File: src/rtl/scl_pkg.sv
package scl_pkg;
  parameter int CNT_W      = 10;
  parameter int WORD_W     = 32;
  parameter int FIFO_DEPTH = 16;
endpackage

File: src/rtl/keep_accum.sv
module keep_accum #(
  parameter int W = 10
) (
  input  logic         clk,
  input  logic         rst_n,
  input  logic         clr,
  input  logic         step,
  input  logic [W-1:0] num,
  input  logic [W-1:0] den,
  output logic         keep
);
  logic [W:0] acc_q, acc_d, sum;
  logic       all_keep;

  assign all_keep = (num >= den);
  assign sum      = acc_q + {1'b0, num};
  assign keep     = all_keep | (sum >= {1'b0, den});

  always_comb begin
    acc_d = acc_q;
    if (clr)           acc_d = '0;
    else if (step) begin
      if (all_keep)    acc_d = '0;
      else if (keep)   acc_d = sum - {1'b0, den};
      else             acc_d = sum;
    end
  end

  always_ff @(posedge clk or negedge rst_n) begin
    if (!rst_n) acc_q <= '0;
    else        acc_q <= acc_d;
  end
endmodule

File: src/rtl/word_fifo.sv
module word_fifo #(
  parameter int W     = 32,
  parameter int DEPTH = 16
) (
  input  logic         clk,
  input  logic         rst_n,
  input  logic         wr_req,
  input  logic [W-1:0] wr_data,
  input  logic         rd_req,
  output logic [W-1:0] rd_data,
  output logic         empty,
  output logic         full,
  output logic         half,
  output logic         ovf
);
  localparam int AW = $clog2(DEPTH);
  localparam logic [AW:0] CNT_FULL = (AW+1)'(DEPTH);
  localparam logic [AW:0] CNT_HALF = (AW+1)'(DEPTH / 2);

  logic [W-1:0]  mem [DEPTH];
  logic [AW-1:0] wp_q, wp_d, rp_q, rp_d;
  logic [AW:0]   cnt_q, cnt_d;
  logic          ovf_q, ovf_d;
  logic          wr_ok, rd_ok;

  assign empty   = (cnt_q == '0);
  assign full    = (cnt_q == CNT_FULL);
  assign half    = (cnt_q >= CNT_HALF);
  assign ovf     = ovf_q;
  assign rd_data = mem[rp_q];
  assign wr_ok   = wr_req & ~full;
  assign rd_ok   = rd_req & ~empty;

  always_comb begin
    wp_d  = wr_ok ? wp_q + 1'b1 : wp_q;
    rp_d  = rd_ok ? rp_q + 1'b1 : rp_q;
    cnt_d = cnt_q;
    if (wr_ok & ~rd_ok)      cnt_d = cnt_q + 1'b1;
    else if (rd_ok & ~wr_ok) cnt_d = cnt_q - 1'b1;
    ovf_d = ovf_q | (wr_req & full);
  end

  always_ff @(posedge clk or negedge rst_n) begin
    if (!rst_n) begin
      wp_q  <= '0;
      rp_q  <= '0;
      cnt_q <= '0;
      ovf_q <= 1'b0;
    end else begin
      wp_q  <= wp_d;
      rp_q  <= rp_d;
      cnt_q <= cnt_d;
      ovf_q <= ovf_d;
    end
  end

  always_ff @(posedge clk) begin
    if (wr_ok) mem[wp_q] <= wr_data;
  end
endmodule

File: src/rtl/pix_drop_scaler.sv
module pix_drop_scaler
  import scl_pkg::*;
#(
  parameter int CW = CNT_W,
  parameter int DW = WORD_W,
  parameter int QD = FIFO_DEPTH
) (
  input  logic          clk,
  input  logic          rst_n,
  input  logic          in_valid,
  input  logic          in_href,
  input  logic          in_vsync,
  input  logic [DW-1:0] in_data,
  input  logic [CW-1:0] cfg_xd,
  input  logic [CW-1:0] cfg_xs,
  input  logic [CW-1:0] cfg_yd,
  input  logic [CW-1:0] cfg_ys,
  input  logic [CW-1:0] cfg_byp_lines,
  input  logic [CW-1:0] cfg_scl_start,
  input  logic          rd_en,
  output logic [DW-1:0] rd_data,
  output logic          out_empty,
  output logic          out_half,
  output logic          out_ovf,
  output logic          line_inc,
  output logic          vreset
);
  localparam logic [CW-1:0] LINE_MAX = '1;

  // reset: asynchronous assert, synchronous release
  logic rst_meta, rst_i;
  always_ff @(posedge clk or negedge rst_n) begin
    if (!rst_n) begin
      rst_meta <= 1'b0;
      rst_i    <= 1'b0;
    end else begin
      rst_meta <= 1'b1;
      rst_i    <= rst_meta;
    end
  end

  logic          vs_q, href_q, vs_rise, href_fall;
  logic [CW-1:0] sh_xd, sh_xs, sh_yd, sh_ys, sh_byp, sh_scl;
  logic [CW-1:0] line_q, line_d;
  logic          in_byp, in_scl, v_keep, h_keep, line_keep, pix_in;
  logic          fifo_wr, fifo_full;
  logic          line_inc_q, line_inc_d, vreset_q, vreset_d;

  assign vs_rise   = in_vsync & ~vs_q;
  assign href_fall = href_q & ~in_href;
  assign in_byp    = (line_q < sh_byp);
  assign in_scl    = (line_q >= sh_scl);
  assign line_keep = in_byp | (in_scl & v_keep);
  assign pix_in    = in_valid & in_href & line_keep;
  assign fifo_wr   = pix_in & (in_byp | h_keep);

  always_comb begin
    line_d = line_q;
    if (vs_rise)                             line_d = '0;
    else if (href_fall && line_q != LINE_MAX) line_d = line_q + 1'b1;
    line_inc_d = href_fall & line_keep;
    vreset_d   = vs_rise;
  end

  always_ff @(posedge clk or negedge rst_i) begin
    if (!rst_i) begin
      vs_q       <= 1'b0;
      href_q     <= 1'b0;
      line_q     <= '0;
      line_inc_q <= 1'b0;
      vreset_q   <= 1'b0;
    end else begin
      vs_q       <= in_vsync;
      href_q     <= in_href;
      line_q     <= line_d;
      line_inc_q <= line_inc_d;
      vreset_q   <= vreset_d;
    end
  end

  // shadow configuration, enabled by field start
  always_ff @(posedge clk or negedge rst_i) begin
    if (!rst_i) begin
      sh_xd  <= '0;
      sh_xs  <= '0;
      sh_yd  <= '0;
      sh_ys  <= '0;
      sh_byp <= '0;
      sh_scl <= '0;
    end else if (vs_rise) begin
      sh_xd  <= cfg_xd;
      sh_xs  <= cfg_xs;
      sh_yd  <= cfg_yd;
      sh_ys  <= cfg_ys;
      sh_byp <= cfg_byp_lines;
      sh_scl <= cfg_scl_start;
    end
  end

  keep_accum #(.W(CW)) u_vacc (
    .clk(clk), .rst_n(rst_i),
    .clr(vs_rise), .step(href_fall & ~in_byp & in_scl),
    .num(sh_yd), .den(sh_ys), .keep(v_keep)
  );

  keep_accum #(.W(CW)) u_hacc (
    .clk(clk), .rst_n(rst_i),
    .clr(~in_href | vs_rise), .step(pix_in & ~in_byp),
    .num(sh_xd), .den(sh_xs), .keep(h_keep)
  );

  word_fifo #(.W(DW), .DEPTH(QD)) u_fifo (
    .clk(clk), .rst_n(rst_i),
    .wr_req(fifo_wr), .wr_data(in_data),
    .rd_req(rd_en), .rd_data(rd_data),
    .empty(out_empty), .full(fifo_full), .half(out_half), .ovf(out_ovf)
  );

  assign line_inc = line_inc_q;
  assign vreset   = vreset_q;
endmodule

File: config.mk
export PLATFORM = sky130hd
export DESIGN_NAME = pix_drop_scaler
export DESIGN_NICKNAME = d
export VERILOG_FILES = /design/src/rtl/scl_pkg.sv /design/src/rtl/keep_accum.sv /design/src/rtl/word_fifo.sv /design/src/rtl/pix_drop_scaler.sv
export SDC_FILE = /design/constraint.sdc
export NUM_CORES = 1
export LEC_CHECK = 0
export ABC_AREA = 1
export BUFFER_PORTS_ARGS = -buffer_cell sky130_fd_sc_hd__buf_2
export CORE_MARGIN = 10
export CORE_UTILIZATION = 30
export DETAILED_ROUTE_END_ITERATION = 7
export PLACE_DENSITY_LB_ADDON = 0.25
export SYNTH_ARGS = -nofsm -noshare
export SYNTH_HDL_FRONTEND = slang
export SYNTH_SLANG_ARGS = --single-unit
export TNS_END_PERCENT = 20
File: constraint.sdc
create_clock -name clk -period 9 [get_ports clk]
set_input_delay 1.35 -clock clk [delete_from_list [all_inputs] [get_ports clk]]
set_output_delay 1.35 -clock clk [all_outputs]
set_load 0.05 [all_outputs]
==> metrics.md, run 1 <==
| Metric | Value |
|---|---|
| Outcome | complete, no violations |
| Die height | 324.1 µm |
| Clk root buf | clkbuf_16 |
| Relative slew slack | 14.18% |
| Max VDD drop | 0.2143 mV |
| Unrepaired setup endpoints after global routing | no |
| Multiplexer share of the synthesized area | 3.571% |
| MaxCap Viol Count | 0 |
| Worst-Margin Slew | 1.287 ns |
| Xor and xnor area share after synthesis | 1.168% |
| Pwr dens | 311.3 nW/µm² |
| Clock Latency Late Sink | 0.64 ns |
| Post-layout min period | 5.337 ns |
| Die Footprint | 105100 µm² |
| Clock slew at reported path FFs | 0.05 ns |
| Pins Over Slew Limit | 0 |
| IO Pins | 135 |
| Synth Area in Simple Gates | 11.21% |
| Area leader, netlist | edfxtp_1 |
| Buffers added on ports | 134 |
| Total clock sinks | 624 |
| Ranking of synthesized cells by area | edfxtp_1, dfrtp_1, nand2_1 |
| Max Clock Freq | 187.4 MHz |
| Placer Congestion | 0.8410 |
| Vias in the first global route | 18480 |
| Cell variety after synth | 51 |
| Initial antenna violation count | 12 |
| Initial DRC count | 1558 |
| Core ar. | 91660 µm² |
| Layout cells sized above 1 | 13.12% |
| Vias per inst | 4.968 |
| Worst-case clock buffer depth | 3 |
| Via count | 18290 |
| Total Neg Setup Slack | 0 ns |
| Synthesized area per cell | 12.00 µm² |
| Total setup buffers inserted after CTS | 0 |
| Crit-path max FO | 21 |
| Nets | 2626 |
| CP startpoint kind | register |
| Async S/R FF share, synth | 17.95% |
| Tot Pwr | 10.04 mW |
| Tcrit/Tclk final | 59.30% |
| Most frequent CP cell | inv_1 |
| Number of nets with antenna violations after routing | 0 |
| Worst min path class | reg -> reg |
| Synth warn | 0 |
| Starting density of the core | 30.27% |
| CTS tree | yes |
| GR Util All Layers | 13.73% |
| CP max stage cell | buf_4 |
| Critical Path AT | 5.88 ns |
| WL per Instance | 19.71 µm |
| Seq cells post-synth | 624 |
| Final setup viols | 0 |
| H-tree depth | 3 |
| First drt pass iteration count | 5 |
| Number of flops mapped to enable cells by yosys | 512 |
| Cells after synthesis | 2313 |
| Crit Path Class | reg -> reg |
| Leak | 12.26 nW |
| Crit end category | register |
| Clk_skew | 0.03021 ns |
| CTS-repair resized insts | 0 |
| Adder-Cell Fraction of Synth Area | 4.374% |
| Largest net degree at the start of global routing | 195 |
| Num CTS Buffers | 74 |
| Hold Fails Final Rpt | 0 |
| Largest family of logic cells by synthesized area | simple AND/OR/NAND/NOR gates |
| Synthesized area | 27750 µm² |
| Area growth syn-to-layout | 16.27% |
| Slowest cell delay on critical path | 0.43 ns |
| Remaining global-route overflow | 0 |
| Global-route wire length before repair | 111.3 mm |
| Main flop type after synthesis | edfxtp_1 |
| DRC viols | 0 |
| Synth Area in Compound Gates | 10.38% |
| DPL Wire Length | 42.00 mm |
| Critical Path RT | 9.54 ns |
| Die X | 324.1 µm |
| Post-CTS Hold Buffers | 0 |
| Register area share after synthesis | 65.51% |
| FP Rows | 111 |
| DRT Wirelength | 72.57 mm |
| Synth top area share | 55.41% |
| Post-Syn Nets | 2505 |
-- cell families (layout without fill, tap and decap cells) --
| logic type | after synthesis | in the layout |
|---|---|---|
| AO/OA/AOI/OAI | 446 | 446 |
| XOR/XNOR | 37 | 37 |
| adder cells (fa/ha/maj) | 94 | 94 |
| buffers and inverters | 256 | 436 |
| flip-flops | 624 | 624 |
| multiplexers | 99 | 99 |
| other | 1 | 3 |
| AND/OR/NAND/NOR | 756 | 756 |
-- layer usage --
| metal | track usage (%) | routed length (µm) | vias up |
|---|---|---|---|
| met4 | 4.181 | 1808 | 10 |
| met2 | 22.66 | 34260 | 384 |
| met3 | 2.735 | 3309 | 119 |
| met5 | 0 | 72 | - |
| met1 | 18.03 | 33120 | 9144 |
| li1 | - | - | 8632 |
-- path summary, 6_finish.rpt --
check                      slack, ns                        start                           to  cells past startpoint
max                             3.66  u_vacc.acc_q[0]$_DFFE_PN0P_  u_fifo.cnt_q[3]$_DFFE_PN0P_                     30
max reg2reg                     3.66  u_vacc.acc_q[0]$_DFFE_PN0P_  u_fifo.cnt_q[3]$_DFFE_PN0P_                     30
max in group asynchronous       7.34              rst_i$_DFF_PN0_         sh_xd[8]$_DFFE_PN0P_                      1
min                             0.36           rst_meta$_DFF_PN0_              rst_i$_DFF_PN0_                      0
min reg2reg                     0.36           rst_meta$_DFF_PN0_              rst_i$_DFF_PN0_                      0
min in group asynchronous       0.46              rst_i$_DFF_PN0_           line_inc$_DFF_PN0_                      0
-- metrics by stage --
stage	worst slack (ns)	util [%]	instance area (µm²)	std cells	hold slack, ns
global route	3.245	35.20	32260	3680	0.3708
detailed placement	3.746	32.45	29740	3544	0.3365
finish	3.663	35.20	32260	3681	0.3565
floorplan	4.423	-	27750	2313	0.3312
CTS	3.703	35.19	32260	3679	0.3660
global placement	3.878	32.45	29740	3544	0.3387
-- synthesized netlist by cell type (all sizes together), types with 13 or more instances --
| master | instances |
|---|---|
| o211ai | 38 |
| nand2 | 366 |
| o21ai | 198 |
| o32ai | 27 |
| xor2 | 24 |
| a21oi | 55 |
| edfxtp | 512 |
| dfrtp | 112 |
| inv | 135 |
| nand3 | 78 |
| nand4 | 20 |
| o221ai | 99 |
| buf | 34 |
| ha | 89 |
| xnor2 | 13 |
| nor2 | 278 |
| clkbuf | 83 |
| mux2i | 99 |
-- cell type report --
class	count	area [µm²]
Clock inverter	43	544.3
Fill cell	8984	59400
Antenna cell	2	5.005
Inverter	139	524.3
Timing Repair Buffer	162	893.4
Clock buffer	92	1969
Sequential cell	624	18190
Multi-Input combinational cell	1433	8650
Tap cell	1186	1484
-- state kept, by name, indices dropped and copies added (netlist names), 4 cells and up --
name / cells
u_fifo.mem: 512
u_hacc.acc_q: 11
u_vacc.acc_q: 11
line_q: 10
sh_byp: 10
sh_scl: 10
sh_xd: 10
sh_xs: 10
sh_yd: 10
sh_ys: 10
u_fifo.cnt_q: 5
u_fifo.rp_q: 4
u_fifo.wp_q: 4
-- where the power goes --
part,internal (mW),switching [mW]
clock network,1.83,1.22
logic,1.02,2.48
registers,3.32,0.169
total,6.17,3.87
-- critical path, delay by kind of cell (launching register included) --
kind,cells,cell delay [ns]
simple gates,11,1.44
xor+xnor,1,0.15
compound gates,6,0.79
buf+inv,7,1.04
flops,1,0.36
fa+ha+maj,5,1.45
-- cells in the final DEF (no fill, tap or decap), types with 11 or more instances in the layout --
cell       Yosys  final
a21oi_1       54     54
buf_2         15    134
buf_4          8     27
clkbuf_1      83     13
clkbuf_16      0     74
clkinv_1       4     11
clkinv_2       0     13
dfrtp_1      112    107
edfxtp_1     512    512
ha_1          89     89
inv_1        133    133
mux2i_1       99     99
nand2_1      359    359
nand3_1       71     71
nand4_1       16     16
nor2_1       275    258
nor2_4         0     17
o211ai_1      37     37
o21ai_0      195    195
o221ai_1      99     99
o32ai_1       27     27
xnor2_1       13     13
xor2_1        24     24
No activity file was read; power rests on OpenSTA's default activity.
==> inputs of run 2 (changes only) <==
Clock period 9 ns to 5.4 ns, I/O delays scaled along.
==> metrics.md, run 2 (synthesis gave the netlist of run 1 again) <==
| Metric | Value |
|---|---|
| Int Pwr | 9.896 mW |
| Die height | 324.1 µm |
| Critical Path AT | 3.67 ns |
| Final setup viols | 0 |
| Post-route setup slack | 0.9169 ns |
| Outcome | complete, no violations |
| Gate power share | 35.4% |
| Clock Latency Late Sink | 0.63 ns |
| Initial DRC count | 1439 |
| IO Pins | 135 |
| Global-route wire length before repair | 112.5 mm |
| WL per Instance | 20.13 µm |
| Sequential share of power | 36.4% |
| Remaining global-route overflow | 0 |
| Max Clock Freq | 223.1 MHz |
| Worst-Margin Slew | 1.157 ns |
| Psw | 6.416 mW |
| DPL Wire Length | 44.02 mm |
| Switching fraction of total power | 39.33% |
| Number of nets with antenna violations after routing | 0 |
| Critical Path RT | 4.59 ns |
| Starting density of the core | 30.27% |
| Commonest non-fill, non-tap cell in the layout | edfxtp_1 |
| Layout cells sized above 1 | 12.85% |
| H-tree depth | 3 |
| Core ar. | 91660 µm² |
| Pins Over Slew Limit | 0 |
| Max reg flops | 512 |
| GR Util All Layers | 13.94% |
| Clock slew at reported path FFs | 0.06 ns |
| Crit end category | output pin |
| Buffers added on ports | 134 |
| Die X | 324.1 µm |
| Reg-to-reg setup timing slack | 0.93 ns |
| Vias in the first global route | 18580 |
| Leak | 12.19 nW |
| Tcrit/Tclk final | 83.02% |
| Worst-case clock buffer depth | 3 |
| Largest reg by FF count | u_fifo.mem |
| Placer Congestion | 0.8489 |
| Total clock sinks | 624 |
| Pwr dens | 506.8 nW/µm² |
| Vias per inst | 4.983 |
| Largest net degree at the start of global routing | 92 |
| Relative slew slack | 22.30% |
| Largest registers | u_fifo.mem x512, u_hacc.acc_q x11, u_vacc.acc_q x11 |
| Unrepaired setup endpoints after global routing | no |
| Total Neg Setup Slack | 0 ns |
| Part of the power in the clock network | 28.3% |
| Dpl ws | 0.9508 ns |
| CP startpoint kind | register |
| Nets | 2636 |
| Crit Path Class | reg -> out |
| Clk_skew | 0.01847 ns |
| DRT Wirelength | 74.22 mm |
| First drt pass iteration count | 5 |
| Initial antenna violation count | 10 |
| DRC viols | 0 |
| Clk root buf | clkbuf_16 |
| MaxCap Viol Count | 0 |
| Crit-path max FO | 49 |
| Fill cells | 8914 |
| Via count | 18370 |
| Commonest cells after routing, fill and taps aside | edfxtp_1, nand2_1, nor2_1, o21ai_0, buf_2 |
| Area growth syn-to-layout | 15.99% |
| Num CTS Buffers | 72 |
| CTS tree | yes |
| CTS-repair resized insts | 0 |
| FP Rows | 111 |
| Post-layout min period | 4.483 ns |
| Worst min path class | in -> reg |
| Max VDD drop | 0.2880 mV |
| Die Footprint | 105100 µm² |
| Hold Fails Final Rpt | 0 |
## run 2: metrics by stage
stage	cell area, µm²	power [mW]	instances	util [%]	hold slack [ns]
CTS	32180	16.53	3685	35.11	0.2645
floorplan	27750	10.14	2313	-	0.3312
detailed placement	29950	11.84	3555	32.68	0.3363
global placement	29950	11.77	3555	32.68	0.3390
finish	32180	16.31	3687	35.11	0.3106
global route	32180	17.29	3687	35.11	0.2831
## run 2: power by group through the flow
stage | combinational [mW] | sequential (mW) | clock (mW)
global route | 6.36 | 5.98 | 4.95
finish | 5.77 | 5.93 | 4.61
floorplan | 4.38 | 5.76 | 0
detailed placement | 5.81 | 6.03 | 0
global placement | 5.75 | 6.02 | 0
CTS | 5.84 | 5.94 | 4.75
## run 2: final cells by class
type / count / area, µm² / area share (%)
diodes: 2 / 5.005 / 0.01555
clock buffers: 89 / 1887 / 5.862
clock inverters: 40 / 330.3 / 1.026
inverters: 139 / 524.3 / 1.629
multi-input cells: 1433 / 8650 / 26.87
flip-flops and latches: 624 / 18190 / 56.53
well taps: 1186 / 1484 / 4.611
repair buffers: 174 / 1111 / 3.452
## run 2: routing by layer
| metal | vias to the layer above | GRT usage [%] | routed length [µm] |
|---|---|---|---|
| met4 | 12 | 4.527 | 1865 |
| met5 | - | 0 | 65 |
| li1 | 8648 | - | - |
| met1 | 9103 | 18.34 | 33040 |
| met2 | 482 | 22.73 | 34890 |
| met3 | 127 | 2.916 | 4361 |
## run 2: path summary, 6_finish.rpt
kind | startpoint | endpoint | depth (start not counted)
worst max-delay path | u_fifo.rp_q[2]$_DFFE_PN0P_ | rd_data[6] | 6
worst min-delay path | in_vsync | vs_q$_DFF_PN0_ | 1
worst max register to register | sh_yd[2]$_DFFE_PN0P_ | u_fifo.cnt_q[4]$_DFFE_PN0P_ | 27
worst min register to register | rst_i$_DFF_PN0_ | u_hacc.acc_q[1]$_DFFE_PN0P_ | 0
max in group asynchronous | rst_i$_DFF_PN0_ | sh_yd[7]$_DFFE_PN0P_ | 1
min in group asynchronous | rst_i$_DFF_PN0_ | u_hacc.acc_q[1]$_DFFE_PN0P_ | 0
## run 2: critical path: stages (launching register included)
cell	delay, ns
dfrtp_4	0.85
clkinv_1	0.88
buf_4	0.56
o221ai_1	0.14
nand3_1	0.12
nand2_1	0.18
buf_2	0.29
## run 2: what timing repair did
action,4_1_cts,5_1_grt
hold endpoints to repair,2,0
buffers inserted,0,0
hold buffers,1,0
==> inputs of run 3 (changes only) <==
Settings changed: ABC_AREA 1 to 0.
Clock period 5.4 ns to 4.6 ns, I/O delays scaled along.
==> metrics.md, run 3 <==
| Metric | Value |
|---|---|
| Final setup viols | 0 |
| Pwr dens | 565.3 nW/µm² |
| Reg-to-reg setup timing slack | 0.11 ns |
| Clock slew at reported path FFs | 0.06 ns |
| Core ar. | 88240 µm² |
| Area after DPL | 29150 µm² |
| CP startpoint kind | register |
| DRC viols | 0 |
| Largest reg by FF count | u_fifo.mem |
| Area of the multi-input gates | 8130 µm² |
| WL per Instance | 21.66 µm |
| Starting density of the core | 30.14% |
| CP top delay family | compound AO/OA/AOI/OAI gates |
| Critical Path AT | 4.97 ns |
| Post-Syn Nets | 1734 |
| Crit end category | register |
| Hold Crit Start | in_vsync |
| Commonest cells after routing, fill and taps aside | edfxtp_1, mux4_2, buf_2, nand2_1, dfrtp_1 |
| Area leader, netlist | edfxtp_1 |
| IO Pins | 135 |
| Commonest non-fill, non-tap cell in the layout | edfxtp_1 |
| FF-to-FF path depth | 22 |
| Synthesized area per cell | 17.25 µm² |
| Async S/R FF share, synth | 17.95% |
| Cell variety after synth | 63 |
| Slowest cell delay on critical path | 0.52 ns |
| Buffers plus inverters on the worst setup path | 2 |
| Cell Chain, Critical Path | ha_2 > inv_1 > fa_2 > nand2b_4 > a21oi_4 > nor3_2 > o21bai_1 > a21oi_1 > xnor2_1 > ha_1 > a21oi_2 > o21ai_2 > a2111o_4 > a31oi_4 > nor2_4 > ha_4 > inv_4 > ha_1 > a21o_1 > a21oi_1 > xor2_1 > o21ai_0 |
| Number of nets with antenna violations after routing | 0 |
| Clk root buf | clkbuf_16 |
| Critical Path RT | 5.09 ns |
| MaxCap Viol Count | 0 |
| FP Rows | 109 |
| Outcome | complete, no violations |
| Total clock sinks | 624 |
| Most frequent cell after synthesis | edfxtp_1 |
| Crit Path Class | reg -> reg |
| Global-route wire length before repair | 98.01 mm |
| Max VDD drop | 0.4437 mV |
| Number of flops mapped to enable cells by yosys | 512 |
| Largest registers | u_fifo.mem x512, u_hacc.acc_q x11, u_vacc.acc_q x11 |
| Largest net degree at the start of global routing | 74 |
| H-tree depth | 3 |
| Synthesized area | 26600 µm² |
| Tcrit/Tclk final | 97.51% |
| Worst-case clock buffer depth | 3 |
| Ant. Diodes | 0 |
| Register area share after synthesis | 68.35% |
| Initial antenna violation count | 5 |
| Final Instance Area | 31730 µm² |
| Leak | 11.32 nW |
| Max reg flops | 512 |
| Hold Fails Final Rpt | 0 |
| Remaining global-route overflow | 0 |
| Nets | 1952 |
| Synth top area share | 57.81% |
| Worst min path class | in -> reg |
| Finished Core Util | 35.96% |
| CP max stage cell | a2111o_4 |
| Hold worst-path end | vs_q$_DFF_PN0_ |
| DPL Wire Length | 39.88 mm |
| Commonest cells in the netlist | edfxtp_1, mux4_2, nand2_1 |
| Relative slew slack | 32.90% |
| Die height | 317.7 µm |
| CTS tree | yes |
| Buffers added on ports | 134 |
| Num CTS Buffers | 71 |
| R2R Path Start | u_vacc.acc_q[0]$_DFFE_PN0P_ |
| Clock Latency Late Sink | 0.61 ns |
| Post-layout min period | 4.486 ns |
| Main flop type after synthesis | edfxtp_1 |
| Synth warn | 0 |
| Cells after synthesis | 1542 |
| First drt pass iteration count | 5 |
| Vias in the first global route | 15350 |
| Via count | 14360 |
| Hold Path Cell Cnt | 1 |
| Placer Congestion | 0.8023 |
| Pins Over Slew Limit | 0 |
| Crit-path max FO | 4 |
| DRT Wirelength | 64.57 mm |
| Worst-Margin Slew | 1.006 ns |
| Max Clock Freq | 222.9 MHz |
| Unrepaired setup endpoints after global routing | yes |
| Die Footprint | 101000 µm² |
| Die X | 317.7 µm |
| Register Area | 18190 µm² |
| Clk_skew | 0.02820 ns |
| Area growth syn-to-layout | 19.32% |
| Fill cells | 8285 |
| GR Util All Layers | 12.63% |
| Initial DRC count | 1056 |
| Worst flop-to-flop path endpoint | u_fifo.cnt_q[3]$_DFFE_PN0P_ |
| Ranking of synthesized cells by area | edfxtp_1, mux4_2, dfrtp_1 |
| Seq cells post-synth | 624 |
| Layout cells sized above 1 | 29.90% |
| Vias per inst | 4.818 |
[run 3: cell types whose count changed in the layout (fill, tap and decap cells not counted), sizes merged, moves of 14 or more]
cell | before | now
a21oi | 55 | 41
o32ai | 27 | 0
inv | 141 | 76
xnor2 | 13 | 31
nand3 | 78 | 8
mux4 | 0 | 160
o21ai | 198 | 86
o211ai | 38 | 3
nand2 | 366 | 134
buf | 173 | 205
o221ai | 99 | 1
nor2 | 278 | 43
mux2i | 99 | 11
[run 3: repair_timing]
item	in CTS	in global routing
hold buffers	1	0
endpoints found under the setup margin	2	232
gates resized for setup	0	35
buffers inserted	1	16
pin swaps	1	35
endpoints found under the hold margin	2	0
[run 3: kinds of logic after synthesis]
group                      after synthesis  share of synthesized area (%)
muxes                                  173                          14.05
DFF                                    624                          68.35
buffers and inverters                  131                          1.896
other                                    1                        0.01410
adders and majority gates               94                          4.563
and+or+nand+nor                        271                          4.709
AOI/OAI and AO/OA                      206                          5.039
xor gates and xnor gates                42                          1.383
[run 3: cell type report]
class	count	area share, %
sequential	624	57.32
multi-input combinational	787	25.62
clock buffer	92	6.009
tap	1165	4.593
timing repair buffer	206	4.416
clock inverter	37	1.203
inverter	70	0.8359
[run 3: through the flow]
stage	TNS (ns)	power, mW	cells	hold slack [ns]	setup slack, ns
2_1_floorplan	0	10.98	1542	0.3312	0.008599
3_3_place_gp	0	12.50	2834	0.3379	0.04577
3_5_place_dp	-0.03142	12.53	2834	0.3363	-0.01580
4_1_cts	0	18.18	2965	0.1519	0.02048
5_1_grt	-0.4302	18.82	2981	0.1588	-0.1106
6_report	0	17.94	2981	0.2025	0.1144
[run 3: worst max path at each step]
stage	from	to	depth (start not counted)
after floorplan	sh_yd[3]$_DFFE_PN0P_	u_fifo.cnt_q[4]$_DFFE_PN0P_	21
after global placement	sh_yd[0]$_DFFE_PN0P_	u_fifo.cnt_q[4]$_DFFE_PN0P_	23
after detailed placement	sh_yd[0]$_DFFE_PN0P_	u_fifo.cnt_q[3]$_DFFE_PN0P_	22
after CTS	sh_yd[0]$_DFFE_PN0P_	u_fifo.cnt_q[4]$_DFFE_PN0P_	23
after global routing	u_hacc.acc_q[0]$_DFFE_PN0P_	u_fifo.cnt_q[4]$_DFFE_PN0P_	24
final	u_vacc.acc_q[0]$_DFFE_PN0P_	u_fifo.cnt_q[3]$_DFFE_PN0P_	22
[run 3: metal layers]
metal  wire [µm]  global-route usage (%)
met2       32190                   21.32
met3        3014                   2.617
met4        1348                   3.183
met1       27990                   16.40
met5          27                       0
[run 3: report_power, final]
part / internal, mW / switching [mW]
logic: 2.33 / 3.10
clock network: 3.24 / 2.32
registers: 6.50 / 0.437
total: 12.1 / 5.86
